## src/rtl/conceal_pkg.sv

```systemverilog
// Shared definitions for the flagged-sample concealment block.
// Assumes nothing beyond standard SystemVerilog.
package conceal_pkg;

    // What a lane does with the sample currently at the head of the window.
    typedef enum logic [1:0] {
        ACT_PASS   = 2'd0,
        ACT_INTERP = 2'd1,
        ACT_MUTE   = 2'd2
    } conceal_act_e;

endpackage

```

## src/rtl/conceal_window.sv

```systemverilog
// Look-ahead window: an in-order shift queue of WIN stereo frames with flags.
// Entry 0 is the oldest frame. A pop shifts every entry one place toward the
// head. A push writes behind the youngest valid entry.
// Assumes the caller never pushes into a full window unless it pops in the
// same cycle, and never pops an empty one.
module conceal_window #(
    parameter int FRAME_W = 32,
    parameter int NUM_CH  = 2,
    parameter int WIN     = 4
) (
    input  logic                              clk,
    input  logic                              rst_n,
    input  logic                              push,
    input  logic                              pop,
    input  logic [FRAME_W-1:0]                push_data,
    input  logic [NUM_CH-1:0]                 push_flag,
    output logic [WIN-1:0][FRAME_W-1:0]       slot_data,
    output logic [WIN-1:0][NUM_CH-1:0]        slot_flag,
    output logic                              full
);

    localparam int CNT_W = $clog2(WIN + 1);

    logic [WIN-1:0][FRAME_W-1:0] data_q, data_d;
    logic [WIN-1:0][NUM_CH-1:0]  flag_q, flag_d;
    logic [CNT_W-1:0]            cnt_q, cnt_d, base;

    // Next window contents: shift on pop, then append on push.
    always_comb begin
        data_d = data_q;
        flag_d = flag_q;
        base   = cnt_q;
        if (pop) begin
            for (int i = 0; i < WIN - 1; i++) begin
                data_d[i] = data_q[i+1];
                flag_d[i] = flag_q[i+1];
            end
            data_d[WIN-1] = '0;
            flag_d[WIN-1] = '0;
            base          = cnt_q - 1'b1;
        end
        if (push) begin
            for (int i = 0; i < WIN; i++) begin
                if (CNT_W'(i) == base) begin
                    data_d[i] = push_data;
                    flag_d[i] = push_flag;
                end
            end
        end
        cnt_d = base + CNT_W'(push);
    end

    // Window registers, cleared by reset.
    always_ff @(posedge clk) begin
        if (!rst_n) begin
            data_q <= '0;
            flag_q <= '0;
            cnt_q  <= '0;
        end else begin
            data_q <= data_d;
            flag_q <= flag_d;
            cnt_q  <= cnt_d;
        end
    end

    assign slot_data = data_q;
    assign slot_flag = flag_q;
    assign full      = (cnt_q == CNT_W'(WIN));

endmodule

```

## src/rtl/conceal_lane.sv

```systemverilog
// One channel's concealment decision. It looks at that channel's WIN window
// slots and picks pass, midpoint interpolation or mute for the head sample.
// It keeps the last good sample emitted and a sticky mute state, and both
// change only when the head sample leaves (pop).
// Assumes the window is full whenever the output is used, so a short run
// always has its closing good sample inside slots 1..WIN-1.
module conceal_lane
    import conceal_pkg::*;
#(
    parameter int W   = 16,
    parameter int WIN = 4
) (
    input  logic                  clk,
    input  logic                  rst_n,
    input  logic                  pop,
    input  logic [WIN-1:0][W-1:0] slot_data,
    input  logic [WIN-1:0]        slot_flag,
    output logic [W-1:0]          sample_out
);

    logic [W-1:0]  prev_good_q;
    logic          muting_q;
    logic [W-1:0]  next_good;
    logic          next_found;
    logic          run_long;
    logic [W:0]    pair_sum;
    logic [W-1:0]  midpoint;
    conceal_act_e  act;

    // Find the first unflagged sample behind the head (the nearest slot wins).
    always_comb begin
        next_good  = '0;
        next_found = 1'b0;
        for (int i = WIN - 1; i >= 1; i--) begin
            if (!slot_flag[i]) begin
                next_good  = slot_data[i];
                next_found = 1'b1;
            end
        end
    end

    // A run that fills the whole window is at least WIN long.
    assign run_long = &slot_flag;

    // Midpoint in W+1 bits, then an arithmetic halving that rounds down.
    assign pair_sum = {prev_good_q[W-1], prev_good_q} + {next_good[W-1], next_good};
    assign midpoint = pair_sum[W:1];

    // Choose the action for the head sample.
    always_comb begin
        if (!slot_flag[0])
            act = ACT_PASS;
        else if (muting_q || run_long || !next_found)
            act = ACT_MUTE;
        else
            act = ACT_INTERP;
    end

    // Drive the concealed head sample.
    always_comb begin
        unique case (act)
            ACT_PASS:   sample_out = slot_data[0];
            ACT_INTERP: sample_out = midpoint;
            default:    sample_out = '0;
        endcase
    end

    // Track the last good sample and the mute state as samples leave.
    always_ff @(posedge clk) begin
        if (!rst_n) begin
            prev_good_q <= '0;
            muting_q    <= 1'b0;
        end else if (pop) begin
            case (act)
                ACT_PASS: begin
                    prev_good_q <= slot_data[0];
                    muting_q    <= 1'b0;
                end
                ACT_MUTE:   muting_q <= 1'b1;
                default:    muting_q <= muting_q;
            endcase
        end
    end

endmodule

```

## src/rtl/flag_conceal.sv

```systemverilog
// Top of the concealment block. It accepts stereo frames with per-channel
// unreliable flags, holds them in a WIN-deep look-ahead window and emits each
// frame with flagged samples interpolated or muted. Both ends use valid/ready.
// The output is valid only while the window is full, and a stall freezes it.
// Assumes SAMPLE_W-bit two's complement samples packed channel 0 lowest.
module flag_conceal #(
    parameter int SAMPLE_W = 16,
    parameter int NUM_CH   = 2,
    parameter int WIN      = 4
) (
    input  logic                         clk,
    input  logic                         rst_n,
    input  logic                         in_valid,
    output logic                         in_ready,
    input  logic [NUM_CH*SAMPLE_W-1:0]   in_data,
    input  logic [NUM_CH-1:0]            in_flag,
    output logic                         out_valid,
    input  logic                         out_ready,
    output logic [NUM_CH*SAMPLE_W-1:0]   out_data
);

    localparam int FRAME_W = NUM_CH * SAMPLE_W;

    logic                                      full;
    logic                                      push;
    logic                                      pop;
    logic [WIN-1:0][FRAME_W-1:0]               win_data;
    logic [WIN-1:0][NUM_CH-1:0]                win_flag;
    logic [NUM_CH-1:0][WIN-1:0][SAMPLE_W-1:0]  lane_data;
    logic [NUM_CH-1:0][WIN-1:0]                lane_flag;
    logic [NUM_CH-1:0][SAMPLE_W-1:0]           lane_out;

    // Handshake: emit only from a full window; accept while room or draining.
    assign out_valid = full;
    assign pop       = full && out_ready;
    assign in_ready  = !full || out_ready;
    assign push      = in_valid && in_ready;

    conceal_window #(
        .FRAME_W (FRAME_W),
        .NUM_CH  (NUM_CH),
        .WIN     (WIN)
    ) u_window (
        .clk       (clk),
        .rst_n     (rst_n),
        .push      (push),
        .pop       (pop),
        .push_data (in_data),
        .push_flag (in_flag),
        .slot_data (win_data),
        .slot_flag (win_flag),
        .full      (full)
    );

    // Slice the window per channel and give each channel its own lane.
    for (genvar c = 0; c < NUM_CH; c++) begin : g_lane
        for (genvar i = 0; i < WIN; i++) begin : g_slot
            assign lane_data[c][i] = win_data[i][c*SAMPLE_W +: SAMPLE_W];
            assign lane_flag[c][i] = win_flag[i][c];
        end

        conceal_lane #(
            .W   (SAMPLE_W),
            .WIN (WIN)
        ) u_lane (
            .clk        (clk),
            .rst_n      (rst_n),
            .pop        (pop),
            .slot_data  (lane_data[c]),
            .slot_flag  (lane_flag[c]),
            .sample_out (lane_out[c])
        );

        assign out_data[c*SAMPLE_W +: SAMPLE_W] = lane_out[c];
    end

endmodule

```

## config.mk

```make
export PLATFORM = sky130hd
export DESIGN_NAME = flag_conceal
export DESIGN_NICKNAME = d
export VERILOG_FILES = /design/src/rtl/conceal_pkg.sv /design/src/rtl/conceal_window.sv /design/src/rtl/conceal_lane.sv /design/src/rtl/flag_conceal.sv
export SDC_FILE = /design/constraint.sdc
export NUM_CORES = 1
export LEC_CHECK = 0
export BUFFER_PORTS_ARGS = -buffer_cell sky130_fd_sc_hd__buf_4
export CORE_ASPECT_RATIO = 0.9
export CORE_MARGIN = 10
export CORE_UTILIZATION = 50
export CTS_CLUSTER_DIAMETER = 40
export DETAILED_ROUTE_END_ITERATION = 7
export PLACE_DENSITY = 0.72
export SLEW_MARGIN = 20
export SYNTH_ARGS = -nofsm -noshare
export SYNTH_HDL_FRONTEND = slang
export SYNTH_SLANG_ARGS = --single-unit
```

## constraint.sdc

```tcl
create_clock -name clk -period 3.6 [get_ports clk]
set_input_delay 0.54 -clock clk [delete_from_list [all_inputs] [get_ports clk]]
set_output_delay 0.54 -clock clk [all_outputs]
set_load 0.02 [all_outputs]
```

== Word-level counts from Yosys, hierarchy flattened ==
Cells that the tools add are included.

* Eq/ne operators: 8
* Reductions and logical operators: 21
* Add/subtract/negate cells: 4
* Mux-type cells: 33

{| class="wikitable"
|+ Operators by type and width
! cell !! number
|-
| two-way mux 128 bit || 2
|-
| two-way mux 32 bit || 4
|-
| two-way mux 16 bit || 6
|-
| case mux 16 bit (2 select lines) || 2
|-
| adder 16 x 16 -> 17 bit || 2
|-
| two-way mux 2 bit || 8
|-
| two-way mux 8 bit || 2
|-
| AND reduction 2 bit || 4
|-
| AND reduction 4 bit || 2
|-
| == test 2 x 3 -> 1 bit, first input constant || 2
|-
| two-way mux 1 bit || 6
|-
| logical OR 1 bit || 5
|-
| == test 2 x 1 -> 1 bit, second input constant || 2
|-
| == test 2 bit, second input constant || 2
|-
| logical NOT 2 bit || 2
|-
| case mux 1 bit (2 select lines) || 2
|-
| nonzero test 2 bit || 2
|-
| adder 3 x 1 -> 3 bit || 1
|-
| == test 1 x 3 -> 1 bit, first input constant || 1
|-
| == test 3 bit, second input constant || 1
|-
| logical NOT 1 bit || 3
|-
| logical NOT 3 bit || 1
|-
| two-way mux 3 bit || 1
|-
| subtractor 3 x 1 -> 3 bit, second input constant || 1
|-
| logical AND 1 bit || 2
|}

* Bits in registers: 173
* Output and inout port bits: 34
* Word-level logic and storage cells: 79
* Bits of input ports: 38

== Longest topological paths before layout ==
* Depth after elaboration: 10
* Mapped depth: 12
* Gate-level depth less buffers: 11

== By module ==
Synthesis repeated with hierarchy kept, for this count alone.

* Cell total of the unflattened synthesis: 1121
* Area total of the unflattened synthesis: 10597.7 um2

{| class="wikitable"
|+ By module, submodules not included
! module !! cells each !! instances !! area an instance (um2) !! seq. area each (um2)
|-
| conceal_window || 640 || 1 || 6844.1 || 2782.7
|-
| conceal_lane at g_lane[0].u_lane || 247 || 1 || 1936.9 || 340.3
|-
| conceal_lane at g_lane[1].u_lane || 231 || 1 || 1786.7 || 340.3
|-
| flag_conceal || 3 || 1 || 30.0 || 0.0
|}

== Least setup slack after synthesis ==
No wires, ideal clock.

* Path type: register to output
* Start point: reg u_window.flag_q, in the netlist u_window.slot_flag[5]
* End point: out out_data[28]
* Cell stages (with the launch flop): 13
* Path buffers: 2
* Setup slack: -0.001 ns
* Arrival time: 3.061 ns
* Cell sequence: dfxtp_1 -> clkbuf_1 -> nor2b_1 -> clkbuf_1 -> a21oi_1 -> a21oi_1 -> ha_1 -> nand4_1 -> or2_0 -> or3_1 -> o21a_1 -> a2111o_1 -> o221ai_1

* Cells in the longest elaborated chain, start to end: 8
* Elaborated cells on any way between the ends: 14
* Classes of those cells: add/sub: 1; eq/ne: 1; mux: 7; reduce/logical: 5

{| class="wikitable"
|+ RTL lines
! element !! RTL line !! source
|-
| start, declared || conceal_window.sv:25 || <nowiki>logic [WIN-1:0][NUM_CH-1:0] flag_q, flag_d;</nowiki>
|-
| start signal, assigned || conceal_window.sv:61 || <nowiki>flag_q <= flag_d;</nowiki>
|-
| parallel branches: the longest is 7 deep, another holds adder 16 x 16 -> 17 bit || n/a ||
|-
| case mux 16 bit (2 select lines) * || conceal_lane.sv:61 || <nowiki>unique case (act)</nowiki>
|-
| end, declared || flag_conceal.sv:19 || <nowiki>output logic [NUM_CH*SAMPLE_W-1:0] out_data</nowiki>
|}

Mark *: on every way between the ends.

== Worst setup path in the final report ==
Same ends and word-level chain as after synthesis.

==> flow_metrics.env <==
export IMPL_viasPerCell=5.97
export IMPL_cts_sinks=173
export IMPL_wl_um=28400
export IMPL_placedCellCount=1566
export IMPL_period_needed_ns=3.71
export IMPL_finalCritPeriodShare_pct=103
export IMPL_area_delta_synth_final_pct=21.6
export IMPL_gp_congestion=0.919
export IMPL_setup_tns_ns=-0.362
export IMPL_setup_worst_path_end_class="output pin"
export IMPL_maxCapViolCount=0
export IMPL_peakVddDrop_mv=0.284
export IMPL_critPathRequiredTime_ns=3.06
export IMPL_cts_tree="done"
export IMPL_fin_ws_ns=-0.107
export IMPL_rsz0062_at_grt="yes"
export IMPL_cts_hold_buf=0
export IMPL_startpoint="u_window.slot_flag[5]$_SDFF_PN0_"
export IMPL_synth_edf_count=0
export IMPL_tightest_slew_ns=0.755
export IMPL_drtAntennaViolNets=0
export IMPL_dp_worst_setup_slack_ns=0.151
export IMPL_first_global_vias=9287
export IMPL_fin_area_um2=12000
export IMPL_dpl_cell_area_um2=10700
export IMPL_r2r_slack_ns=1.07
export IMPL_synth_top_area_share_pct=35.2
export IMPL_leakagePower_nw=5.14
export IMPL_dr_pass1_iters=5
export IMPL_route_vias_total=9735
export IMPL_grt_usage_pct=20.9
export IMPL_crit_end="out_data[28]"
export IMPL_synth_avg_cell_area_um2=7.52
export IMPL_final_cells=1632
export IMPL_syn_inst=1308
export IMPL_grt_max_degree=70
export IMPL_wl_per_cell_um=17.4
export IMPL_synth_cell_area_um2=9840
export IMPL_violations="negative setup slack"
export IMPL_min_path_type="primary input to flip-flop"
export IMPL_drtIter0Drc=688
export IMPL_async_reset_ff_share_pct=0
export IMPL_die_area_um2=25700
export IMPL_slew_headroom_pct=49.6
export IMPL_antenna_found_initial=0
export IMPL_synthTopCellsByArea="dfxtp_1, nand2_1, o211a_1, nand3_1, a21boi_0"
export IMPL_dieWidth_um=168
export IMPL_finClkSkew_ns=0.00773
export IMPL_grt_first_pass_wirelength_um=46100
export IMPL_num_nets_final=1447
export IMPL_synth_cell_types=55
export IMPL_num_antenna_cells=0
export IMPL_htree_levels=4
export IMPL_ys_warn_count=0
export IMPL_clk_pin_slew_worst_paths_ns=0.07
export IMPL_final_setup_viol_count=7
export IMPL_ff2ff_path_depth=9
export IMPL_cts_buffers=17
export IMPL_synth_ff_type="dfxtp_1"
export IMPL_crit_arrival_ns=3.17
export IMPL_syn_nets=1386
export IMPL_drcViolationCount=0
export IMPL_core_um2=19300
export IMPL_hold_viol=0
export IMPL_p_per_area_nw_per_um2=427
export IMPL_insertion_delay_ns=0.43
export IMPL_slew_violations=0
export IMPL_yosysSeqAreaShare_pct=35.2
export IMPL_start_util_pct=51.0
export IMPL_grt_overflow=0
export IMPL_crit_type="flip-flop to output pin"
export IMPL_ys_ff_latch=173
export IMPL_worstReg2RegEnd="u_window.slot_data[59]$_SDFF_PN0_"
export IMPL_yosys_area_top_type="dfxtp_1"
export IMPL_cp_max_fo=6
export IMPL_drive_gt1_share_pct=17.9
export IMPL_numPortBuffers=71
export IMPL_r2r_start="u_window.cnt_q[0]$_SDFF_PN0_"
export IMPL_post_dp_hpwl_um=18400
export IMPL_clock_fmax_mhz=270
export IMPL_fp_dieH_um=153
export IMPL_ioPinCount=72
export IMPL_root_buffer="clkbuf_16"
export IMPL_row_count=48
export IMPL_cts_buffer_depth=2
export IMPL_status="complete, but fails checks"
export IMPL_cp_start_kind="flip-flop"
-- what timing repair did --
item                                   4_1_cts  5_1_grt
pin swaps                                   20       43
gates resized for setup                     41       68
endpoints found under the hold margin        0        0
setup endpoints to repair                   19       21
setup buffers                               16       19
-- layer usage --
metal  global-route usage (%)  wire, um  vias up
li1                         -         -     4713
met1                     28.5     13200     4722
met2                     33.0     13400      262
met3                     3.74      1340       38
met4                     5.63       442        0
met5                        0         0        -
-- where the power goes --
part           internal, mW  total [mW]  switching [mW]
clock network          1.19        1.97           0.776
registers              2.02        2.12          0.0971
logic                 0.441        1.02           0.582
-- layout make-up --
type                    instances  area [um^2]
fillers                      1694         7320
flip-flops and latches        173         3470
well taps                     250          313
inverters                      25         93.8
multi-input cells            1010         6290
clock inverters                12          168
repair buffers                142         1170
clock buffers                  20          457
-- worst min-delay path by stage --
stage                                                             start                                            end  cells past startpoint
final                                                       in_data[17]              u_window.slot_data[49]$_SDFF_PN0_                      2
after CTS                                                    in_data[2]              u_window.slot_data[66]$_SDFF_PN0_                      2
after global routing                                        in_data[18]              u_window.slot_data[82]$_SDFF_PN0_                      2
after global placement                 u_window.slot_data[2]$_SDFF_PN0_   g_lane[0].u_lane.prev_good_q[2]$_SDFFE_PN0P_                      2
after detailed placement  g_lane[0].u_lane.prev_good_q[15]$_SDFFE_PN0P_  g_lane[0].u_lane.prev_good_q[15]$_SDFFE_PN0P_                      2
after floorplan            g_lane[1].u_lane.prev_good_q[0]$_SDFFE_PN0P_   g_lane[1].u_lane.prev_good_q[0]$_SDFFE_PN0P_                      2
-- synthesized netlist by cell type (15+ instances only) --
| cell type | instances |
|---|---|
| a21boi_0 | 67 |
| a21oi_1 | 80 |
| a22o_1 | 15 |
| a311oi_1 | 39 |
| clkbuf_1 | 85 |
| dfxtp_1 | 173 |
| ha_1 | 38 |
| inv_1 | 24 |
| nand2_1 | 327 |
| nand3_1 | 103 |
| nor2_1 | 101 |
| nor2b_1 | 32 |
| o211a_1 | 63 |
| o21ai_0 | 15 |
-- cells in the final DEF, fill, tap and decap left out, types with 20 or more instances in the layout --
cell	Yosys	final
nand2_1	327	324
dfxtp_1	173	169
buf_4	0	126
nand3_1	103	99
nor2_1	101	97
a21boi_0	67	66
o211a_1	63	63
a21oi_1	80	56
a311oi_1	39	39
ha_1	38	31
nor2b_1	32	27
inv_1	24	23
a21oi_2	0	20
-- critical path, cell delays in order, from the launching register on --
cell and delay (ns):
dfxtp_2 0.34, nor2b_4 0.15, buf_6 0.14, a21oi_2 0.14, a21oi_2 0.07, ha_1 0.30
nand4_1 0.13, or2_1 0.26, or3_1 0.35, o21a_2 0.24, a2111o_1 0.37, o221ai_2 0.07
buf_4 0.17
-- state kept, by name, summed over array words and instances (netlist names) --
register and count:
u_window.slot_flag 8, u_window.cnt_q 3, g_lane.u_lane.muting_q 2, g_lane.u_lane.prev_good_q 32
u_window.slot_data 128
-- through the flow --
step / utilization (%) / power (mW) / hold slack, ns
2_1_floorplan: - / 2.75 / 0.440
3_3_place_gp: 55.3 / 3.07 / 0.450
3_5_place_dp: 55.3 / 3.08 / 0.464
4_1_cts: 59.8 / 5.06 / 0.368
5_1_grt: 62.1 / 5.32 / 0.377
6_report: 62.1 / 5.11 / 0.378
-- cell families after synthesis --
group	share of synthesized area, %
AOI/OAI and AO/OA	27.1
xor gates and xnor gates	1.60
adders and majority gates	5.24
buffers and inverters	4.86
DFF	35.2
and+or+nand+nor	26.0
(Power assumes the default switching activity.)
